==> src/rtl/thr_evt_pkg.sv <==
package thr_evt_pkg;
  localparam int unsigned SRC_N  = 3;
  localparam int unsigned KIND_W = 2;

  typedef enum logic [KIND_W-1:0] {
    KIND_DESC  = 2'd0,
    KIND_TOTAL = 2'd1,
    KIND_POOL  = 2'd2
  } evt_kind_e;
endpackage

==> src/rtl/thr_rst_sync.sv <==
module thr_rst_sync #(
  parameter int unsigned STAGES = 2
) (
  input  logic clk,
  input  logic rst_n,
  output logic rst_sync_n
);
  logic [STAGES-1:0] chain_q;
  logic [STAGES-1:0] chain_d;

  always_comb begin
    chain_d = {chain_q[STAGES-2:0], 1'b1};
  end

  always_ff @(posedge clk or negedge rst_n) begin
    if (!rst_n) chain_q <= '0;
    else        chain_q <= chain_d;
  end

  assign rst_sync_n = chain_q[STAGES-1];
endmodule

==> src/rtl/thr_edge_det.sv <==
module thr_edge_det #(
  parameter int unsigned LVL_W = 16
) (
  input  logic             clk,
  input  logic             rst_ni,
  input  logic [LVL_W-1:0] lvl,
  input  logic [LVL_W-1:0] thr,
  output logic             rise
);
  logic above_now;
  logic above_q;

  // The comparison is registered so that a level held high is seen only once.
  always_comb begin
    above_now = (lvl >= thr);
    rise      = above_now & ~above_q;
  end

  always_ff @(posedge clk or negedge rst_ni) begin
    if (!rst_ni) above_q <= 1'b0;
    else         above_q <= above_now;
  end
endmodule

==> src/rtl/thr_arm_ctl.sv <==
module thr_arm_ctl #(
  parameter int unsigned N = 3
) (
  input  logic         clk,
  input  logic         rst_ni,
  input  logic         glb_en,
  input  logic         limit_mode,
  input  logic [N-1:0] rise,
  input  logic         arm_wr,
  input  logic [N-1:0] arm_wdata,
  input  logic [N-1:0] gnt,
  output logic [N-1:0] arm_q,
  output logic [N-1:0] pend_q
);
  logic [N-1:0] cap;
  logic [N-1:0] pend_d;
  logic [N-1:0] arm_d;
  logic         arm_ce;

  // Capture, pending and disarm logic, one slice per event kind.
  for (genvar i = 0; i < N; i++) begin : g_slice
    always_comb begin
      cap[i]    = rise[i] & glb_en & arm_q[i];
      pend_d[i] = glb_en & (cap[i] | (pend_q[i] & ~gnt[i]));
    end
  end

  // Arm bits: a software write wins over a hardware disarm.
  always_comb begin
    arm_ce = arm_wr | (limit_mode & (|cap));
    if (arm_wr)          arm_d = arm_wdata;
    else if (limit_mode) arm_d = arm_q & ~cap;
    else                 arm_d = arm_q;
  end

  always_ff @(posedge clk or negedge rst_ni) begin
    if (!rst_ni)     arm_q <= '0;
    else if (arm_ce) arm_q <= arm_d;
  end

  always_ff @(posedge clk or negedge rst_ni) begin
    if (!rst_ni) pend_q <= '0;
    else         pend_q <= pend_d;
  end

  for (genvar i = 0; i < N; i++) begin : g_chk
    // a limit-mode capture without a software write disarms the kind.
    p_limit_disarm_r6: assert property (@(posedge clk) disable iff (!rst_ni)
      limit_mode && rise[i] && glb_en && arm_q[i] && !arm_wr |=> !arm_q[i]);
  end

  // without limit mode or a write, the arm bits hold.
  p_arm_hold_r8: assert property (@(posedge clk) disable iff (!rst_ni)
    !limit_mode && !arm_wr |=> arm_q == $past(arm_q));

  // a software write always sets the arm bits to the written value.
  p_sw_wins_r12: assert property (@(posedge clk) disable iff (!rst_ni)
    arm_wr |=> arm_q == $past(arm_wdata));

  // with the global switch off, nothing stays pending.
  p_glb_flush_r4: assert property (@(posedge clk) disable iff (!rst_ni)
    !glb_en |=> pend_q == '0);
endmodule

==> src/rtl/thr_evt_arb.sv <==
module thr_evt_arb
  import thr_evt_pkg::*;
#(
  parameter int unsigned N = SRC_N
) (
  input  logic              clk,
  input  logic              rst_ni,
  input  logic [N-1:0]      pend,
  input  logic              ready,
  output logic              valid,
  output logic [KIND_W-1:0] kind,
  output logic [N-1:0]      gnt
);
  logic [N-1:0] pick;

  // Fixed priority: the lowest pending index is offered first.
  always_comb begin
    pick = '0;
    kind = '0;
    for (int i = N - 1; i >= 0; i--) begin
      if (pend[i]) begin
        pick = '0;
        pick[i] = 1'b1;
        kind = KIND_W'(i);
      end
    end
    valid = |pend;
    gnt   = (valid && ready) ? pick : '0;
  end

  // at most one kind is removed per handshake, and only during one.
  p_one_gnt_r11: assert property (@(posedge clk) disable iff (!rst_ni)
    $onehot0(gnt) && ((gnt != '0) -> (valid && ready)));

  // a pending lowest kind is always the one offered.
  p_prio_r9: assert property (@(posedge clk) disable iff (!rst_ni)
    pend[0] |-> kind == '0);
endmodule

==> src/rtl/thr_event_notifier.sv <==
module thr_event_notifier
  import thr_evt_pkg::*;
#(
  parameter int unsigned LVL_W = 16
) (
  input  logic              clk,
  input  logic              rst_n,
  input  logic              glb_en,
  input  logic              limit_mode,
  input  logic [LVL_W-1:0]  desc_lvl,
  input  logic [LVL_W-1:0]  desc_thr,
  input  logic [LVL_W-1:0]  tot_lvl,
  input  logic [LVL_W-1:0]  tot_thr,
  input  logic [LVL_W-1:0]  pool_lvl,
  input  logic [LVL_W-1:0]  pool_thr,
  input  logic              arm_wr,
  input  logic [SRC_N-1:0]  arm_wdata,
  output logic [SRC_N-1:0]  arm_state,
  output logic              evt_valid,
  input  logic              evt_ready,
  output logic [KIND_W-1:0] evt_kind
);
  logic             rst_ni;
  logic [LVL_W-1:0] lvl_a [SRC_N];
  logic [LVL_W-1:0] thr_a [SRC_N];
  logic [SRC_N-1:0] rise;
  logic [SRC_N-1:0] pend;
  logic [SRC_N-1:0] gnt;

  always_comb begin
    lvl_a[KIND_DESC]  = desc_lvl;
    thr_a[KIND_DESC]  = desc_thr;
    lvl_a[KIND_TOTAL] = tot_lvl;
    thr_a[KIND_TOTAL] = tot_thr;
    lvl_a[KIND_POOL]  = pool_lvl;
    thr_a[KIND_POOL]  = pool_thr;
  end

  thr_rst_sync #(.STAGES(2)) u_rst (
    .clk        (clk),
    .rst_n      (rst_n),
    .rst_sync_n (rst_ni)
  );

  for (genvar i = 0; i < SRC_N; i++) begin : g_det
    thr_edge_det #(.LVL_W(LVL_W)) u_det (
      .clk    (clk),
      .rst_ni (rst_ni),
      .lvl    (lvl_a[i]),
      .thr    (thr_a[i]),
      .rise   (rise[i])
    );
  end

  thr_arm_ctl #(.N(SRC_N)) u_arm (
    .clk        (clk),
    .rst_ni     (rst_ni),
    .glb_en     (glb_en),
    .limit_mode (limit_mode),
    .rise       (rise),
    .arm_wr     (arm_wr),
    .arm_wdata  (arm_wdata),
    .gnt        (gnt),
    .arm_q      (arm_state),
    .pend_q     (pend)
  );

  thr_evt_arb #(.N(SRC_N)) u_arb (
    .clk    (clk),
    .rst_ni (rst_ni),
    .pend   (pend),
    .ready  (evt_ready),
    .valid  (evt_valid),
    .kind   (evt_kind),
    .gnt    (gnt)
  );

  // a stalled event stays offered while the global switch is on.
  p_stall_hold_r10: assert property (@(posedge clk) disable iff (!rst_ni)
    evt_valid && !evt_ready && glb_en |=> evt_valid);

  // nothing is offered in the first cycle after reset release.
  p_reset_quiet_r1: assert property (@(posedge clk) disable iff (!rst_ni)
    $rose(rst_ni) |-> !evt_valid);
endmodule

==> config.mk <==
export PLATFORM = sky130hd
export DESIGN_NAME = thr_event_notifier
export DESIGN_NICKNAME = d
export VERILOG_FILES = /design/src/rtl/thr_evt_pkg.sv /design/src/rtl/thr_rst_sync.sv /design/src/rtl/thr_edge_det.sv /design/src/rtl/thr_arm_ctl.sv /design/src/rtl/thr_evt_arb.sv /design/src/rtl/thr_event_notifier.sv
export SDC_FILE = /design/constraint.sdc
export NUM_CORES = 1
export LEC_CHECK = 0
export ABC_CLOCK_PERIOD_IN_PS = 1500
export BUFFER_PORTS_ARGS = -buffer_cell sky130_fd_sc_hd__buf_2
export CORE_AREA = 2 2 64 66
export DETAILED_ROUTE_END_ITERATION = 10
export DIE_AREA = 0 0 66 68
export PLACE_DENSITY = 0.95
export SLEW_MARGIN = 20
export SYNTH_ARGS = -nofsm -noshare
export SYNTH_HDL_FRONTEND = slang
export SYNTH_SLANG_ARGS = --single-unit
export TNS_END_PERCENT = 1
==> constraint.sdc <==
create_clock -name clk -period 1.5 [get_ports clk]
set_input_delay 0 -clock clk [delete_from_list [all_inputs] [get_ports clk]]
set_output_delay 0 -clock clk [all_outputs]
set_load 0.03 [all_outputs]
==> results.rst <==
.. list-table::
   :header-rows: 1

   * - Metric
     - Value
   * - Total number of vias
     - 1887
   * - Area added between synthesis and finish
     - 47.7%
   * - Data arrival at the endpoint of the critical path
     - 1.56 ns
   * - Placeable core area
     - 0.00386 mm^2
   * - Residual DRC
     - 0
   * - Internal power component
     - 0.000832 W
   * - Ratio of cells with drive above 1 in the final layout
     - 0.409
   * - Count of boundary I/O pins
     - 111
   * - Max Fanout on Critical Path
     - 3
   * - WL/cell
     - 12.5 um
   * - Pin count of the biggest net entering global routing
     - 10
   * - Leakage power
     - 1.52 nW
   * - Synthesized area per cell
     - 8.29 um^2
   * - Setup Skew
     - 0.00429 ns
   * - Final Hold Viols
     - 0
   * - Number of sinks on the clock net
     - 11
   * - Clock slew at reported path FFs
     - 0.05 ns
   * - Min-Delay Path Class
     - input pin to async pin
   * - Net Count, Synth
     - 354
   * - GR Overflow Total
     - 0
   * - Power density cells
     - 513 mW/mm^2
   * - # diodes
     - 0
   * - Register bit total from synthesis
     - 11
   * - Vias per std cell
     - 5.03
   * - ANT nets after route
     - 0
   * - Number of instances in the synthesized netlist
     - 201
   * - Top library cells by usage in the layout, fill and taps aside
     - sky130_fd_sc_hd__buf_2, sky130_fd_sc_hd__inv_1, sky130_fd_sc_hd__ha_1, sky130_fd_sc_hd__dfrtp_1
   * - Maximum achievable frequency
     - 697 MHz
   * - WP data required
     - 1.63 ns
   * - Element type at the critical path start
     - input pin
   * - Cell at the root of the clock tree
     - sky130_fd_sc_hd__clkbuf_8
   * - Die X
     - 66 um
   * - Synth area leader
     - sky130_fd_sc_hd__ha_1
   * - Number of buffers inserted during clock tree synthesis
     - 3
   * - # placed instances
     - 370
   * - Total number of placement rows
     - 23
   * - Net switching power figure
     - 0.000431 W
   * - Part of the Yosys area used for sequential elements
     - 0.165
   * - Max Cap Viol
     - 0
   * - Critical path's largest stage delay
     - 0.31 ns
   * - Fraction of post-synthesis cell area in the top cell type by area
     - 0.360
   * - Outcome
     - completed
   * - Clock network power share
     - 0.240
   * - Number of detailed-routing iterations run before antenna repair
     - 5
   * - Deepest level of the CTS H-tree
     - 1
   * - Total global-route track usage
     - 0.199
   * - Clock latency of the later-clocked register in the worst-skew pair
     - 0.24 ns
   * - Clock Path Buffers
     - 2
   * - Critical setup path kind
     - input pin to flip-flop
   * - Non-filler instance count after layout
     - 375
   * - Number of warning messages in the yosys log
     - 0
   * - Number of max-slew violations in the final report
     - 0
   * - Switch share
     - 0.342
   * - Post-layout power
     - 0.00126 W
   * - CP dominant cell by count
     - sky130_fd_sc_hd__and4_1
   * - DRT iter0 DRCs
     - 29
   * - Final worst path period share
     - 0.957
   * - Vias in the first global route
     - 1892
   * - Routed WL
     - 4690 um
   * - Initial core utilization
     - 0.432
   * - Master of the slowest instance on the critical path
     - sky130_fd_sc_hd__ha_1
   * - Clock tree from TritonCTS
     - built
   * - Total non-filler cell area in the finished layout
     - 0.00246 mm^2
   * - Synth cell types
     - 34
   * - Initial antenna violation count
     - 0
   * - Flop pwr share
     - 0.277
   * - Final net count
     - 479
   * - Worst VDD drop
     - 266 uV
   * - Most frequent standard cell in the layout excluding fill and tap cells
     - sky130_fd_sc_hd__buf_2
   * - Series of cell instances along the critical path
     - buf_2 > ha_1 > and4_1 > and4_1 > a221oi_2 > o221ai_2 > a32o_1
   * - Final weighted congestion in routability-driven placement
     - 0.831
   * - Top cells by area in the synthesized netlist
     - sky130_fd_sc_hd__ha_1, sky130_fd_sc_hd__dfrtp_1, sky130_fd_sc_hd__inv_1, sky130_fd_sc_hd__a21o_1, sky130_fd_sc_hd__a21oi_1
   * - DP HPWL
     - 3980 um
   * - Logic gate share of total power
     - 0.484
   * - Number of failing setup endpoints in the final timing report
     - 0
   * - First-pass GRT wire length
     - 7070 um
   * - Overall die height
     - 68 um
   * - CP Capture Type
     - flip-flop
   * - Buffers added on ports
     - 110
   * - Synthesized area
     - 0.00167 mm^2
   * - Time the final worst path needs with I/O delays and setup
     - 1.44 ns
   * - Overall die area
     - 0.00449 mm^2
   * - Placed Area
     - 0.00235 mm^2
[cell usage after synthesis]
cell type,n
sky130_fd_sc_hd__o21ai_0,9
sky130_fd_sc_hd__and3_1,1
sky130_fd_sc_hd__a22o_1,1
sky130_fd_sc_hd__a221o_1,2
sky130_fd_sc_hd__and2_1,1
sky130_fd_sc_hd__nand2b_1,4
sky130_fd_sc_hd__mux2_2,2
sky130_fd_sc_hd__a21o_1,9
sky130_fd_sc_hd__o221ai_1,1
sky130_fd_sc_hd__a221oi_1,1
sky130_fd_sc_hd__or3_1,2
sky130_fd_sc_hd__a2111oi_0,1
sky130_fd_sc_hd__dfrtp_1,11
sky130_fd_sc_hd__nor2b_1,3
sky130_fd_sc_hd__nand3_1,2
sky130_fd_sc_hd__a31oi_1,1
sky130_fd_sc_hd__a2111oi_2,1
sky130_fd_sc_hd__and4_1,5
sky130_fd_sc_hd__nor2_1,8
sky130_fd_sc_hd__mux2i_1,1
sky130_fd_sc_hd__nand3b_1,3
sky130_fd_sc_hd__o32ai_1,1
sky130_fd_sc_hd__o31ai_1,1
sky130_fd_sc_hd__o21a_1,2
sky130_fd_sc_hd__o31a_1,3
sky130_fd_sc_hd__nor4b_1,1
sky130_fd_sc_hd__nand2_1,8
sky130_fd_sc_hd__nand4_1,4
sky130_fd_sc_hd__a32o_1,1
sky130_fd_sc_hd__ha_1,48
sky130_fd_sc_hd__inv_1,49
sky130_fd_sc_hd__a211oi_1,4
sky130_fd_sc_hd__conb_1,1
sky130_fd_sc_hd__a21oi_1,9
[cell type report]
type / instances / area, um^2
Sequential cell: 11 / 275
Multi-Input combinational cell: 141 / 1270
Inverter: 49 / 184
Fill cell: 346 / 1390
Clock buffer: 4 / 45.0
Timing Repair Buffer: 120 / 628
Tap cell: 50 / 62.6
[sequential cells by signal (all words and copies together), names as in the netlist]
name	cells
u_arm.pend_q	3
u_rst.chain_q	2
g_det.u_det.above_q	3
u_arm.arm_q	3
[path summary, 6_finish.rpt]
| check | from | end | slack [ns] | cells past startpoint |
|---|---|---|---|---|
| min in group clk | glb_en | u_arm.pend_q[2]$_DFF_PN0_ | 0.07 | 3 |
| hold / removal | rst_n | u_rst.chain_q[0]$_DFF_PN0_ | 0.06 | 2 |
| setup / recovery | tot_lvl[9] | u_arm.pend_q[1]$_DFF_PN0_ | 0.06 | 7 |
| max in group asynchronous | u_rst.chain_q[1]$_DFF_PN0_ | u_arm.pend_q[2]$_DFF_PN0_ | 1.09 | 0 |
| hold reg to reg | u_rst.chain_q[1]$_DFF_PN0_ | u_arm.pend_q[0]$_DFF_PN0_ | 0.15 | 0 |
| setup reg to reg | u_arm.arm_q[2]$_DFFE_PN0P_ | u_arm.pend_q[2]$_DFF_PN0_ | 0.33 | 4 |
[per-stage QoR]
step / hold WS, ns / utilization / setup TNS (ns) / setup slack [ns]
floorplan: -0.296 / - / -0.000206 / -0.000206
global placement: -0.213 / 0.609 / -0.880 / -0.237
detailed placement: -0.211 / 0.609 / -0.949 / -0.235
CTS: 0.0594 / 0.625 / -0.0153 / -0.0153
global route: 0.0745 / 0.639 / -0.0320 / -0.0204
finish: 0.0648 / 0.639 / 0 / 0.0643
[repair_timing]
| action | 4_1_cts | 5_1_grt |
|---|---|---|
| pin swaps | 0 | 3 |
| endpoints found under the setup margin | 2 | 3 |
| hold buffers | 1 | 0 |
| setup buffers | 0 | 0 |
| hold endpoints to repair | 2 | 0 |
| resized for setup | 2 | 8 |
[routing by layer]
metal | track usage | part of all wire | vias to the layer above
li1 | - | - | 958
met1 | 0.181 | 0.36 | 845
met2 | 0.424 | 0.58 | 68
met3 | 0.0263 | 0.045 | 16
met4 | 0.0969 | 0.022 | 0
met5 | 0 | 0 | -
[cells by family (layout without fill, tap and decap cells)]
logic type      after synthesis  count (layout)  share of synthesized area
simple gates                 42              42                      0.143
compound gates               47              47                      0.199
buf+inv                      49             173                      0.110
fa+ha+maj                    48              48                      0.360
other cells                   1               1                    0.00225
flops                        11              11                      0.165
mux                           3               3                     0.0195
[power by group through the flow]
stage               logic, W  clock network, W  registers [W]
global route        0.000686          0.000318       0.000354
finish              0.000611          0.000303       0.000349
detailed placement  0.000576                 0       0.000353
floorplan           0.000294                 0       0.000367
CTS                 0.000589          0.000304       0.000349
global placement    0.000546                 0       0.000351
[critical path: cells and delay by family]
kind	cells	cell delay, ns
AOI/OAI and AO/OA	3	0.69
adders and majority gates	1	0.31
and+or+nand+nor	2	0.45
buffers and inverters	1	0.10
Note: power is estimated with default switching activity, not from simulation.
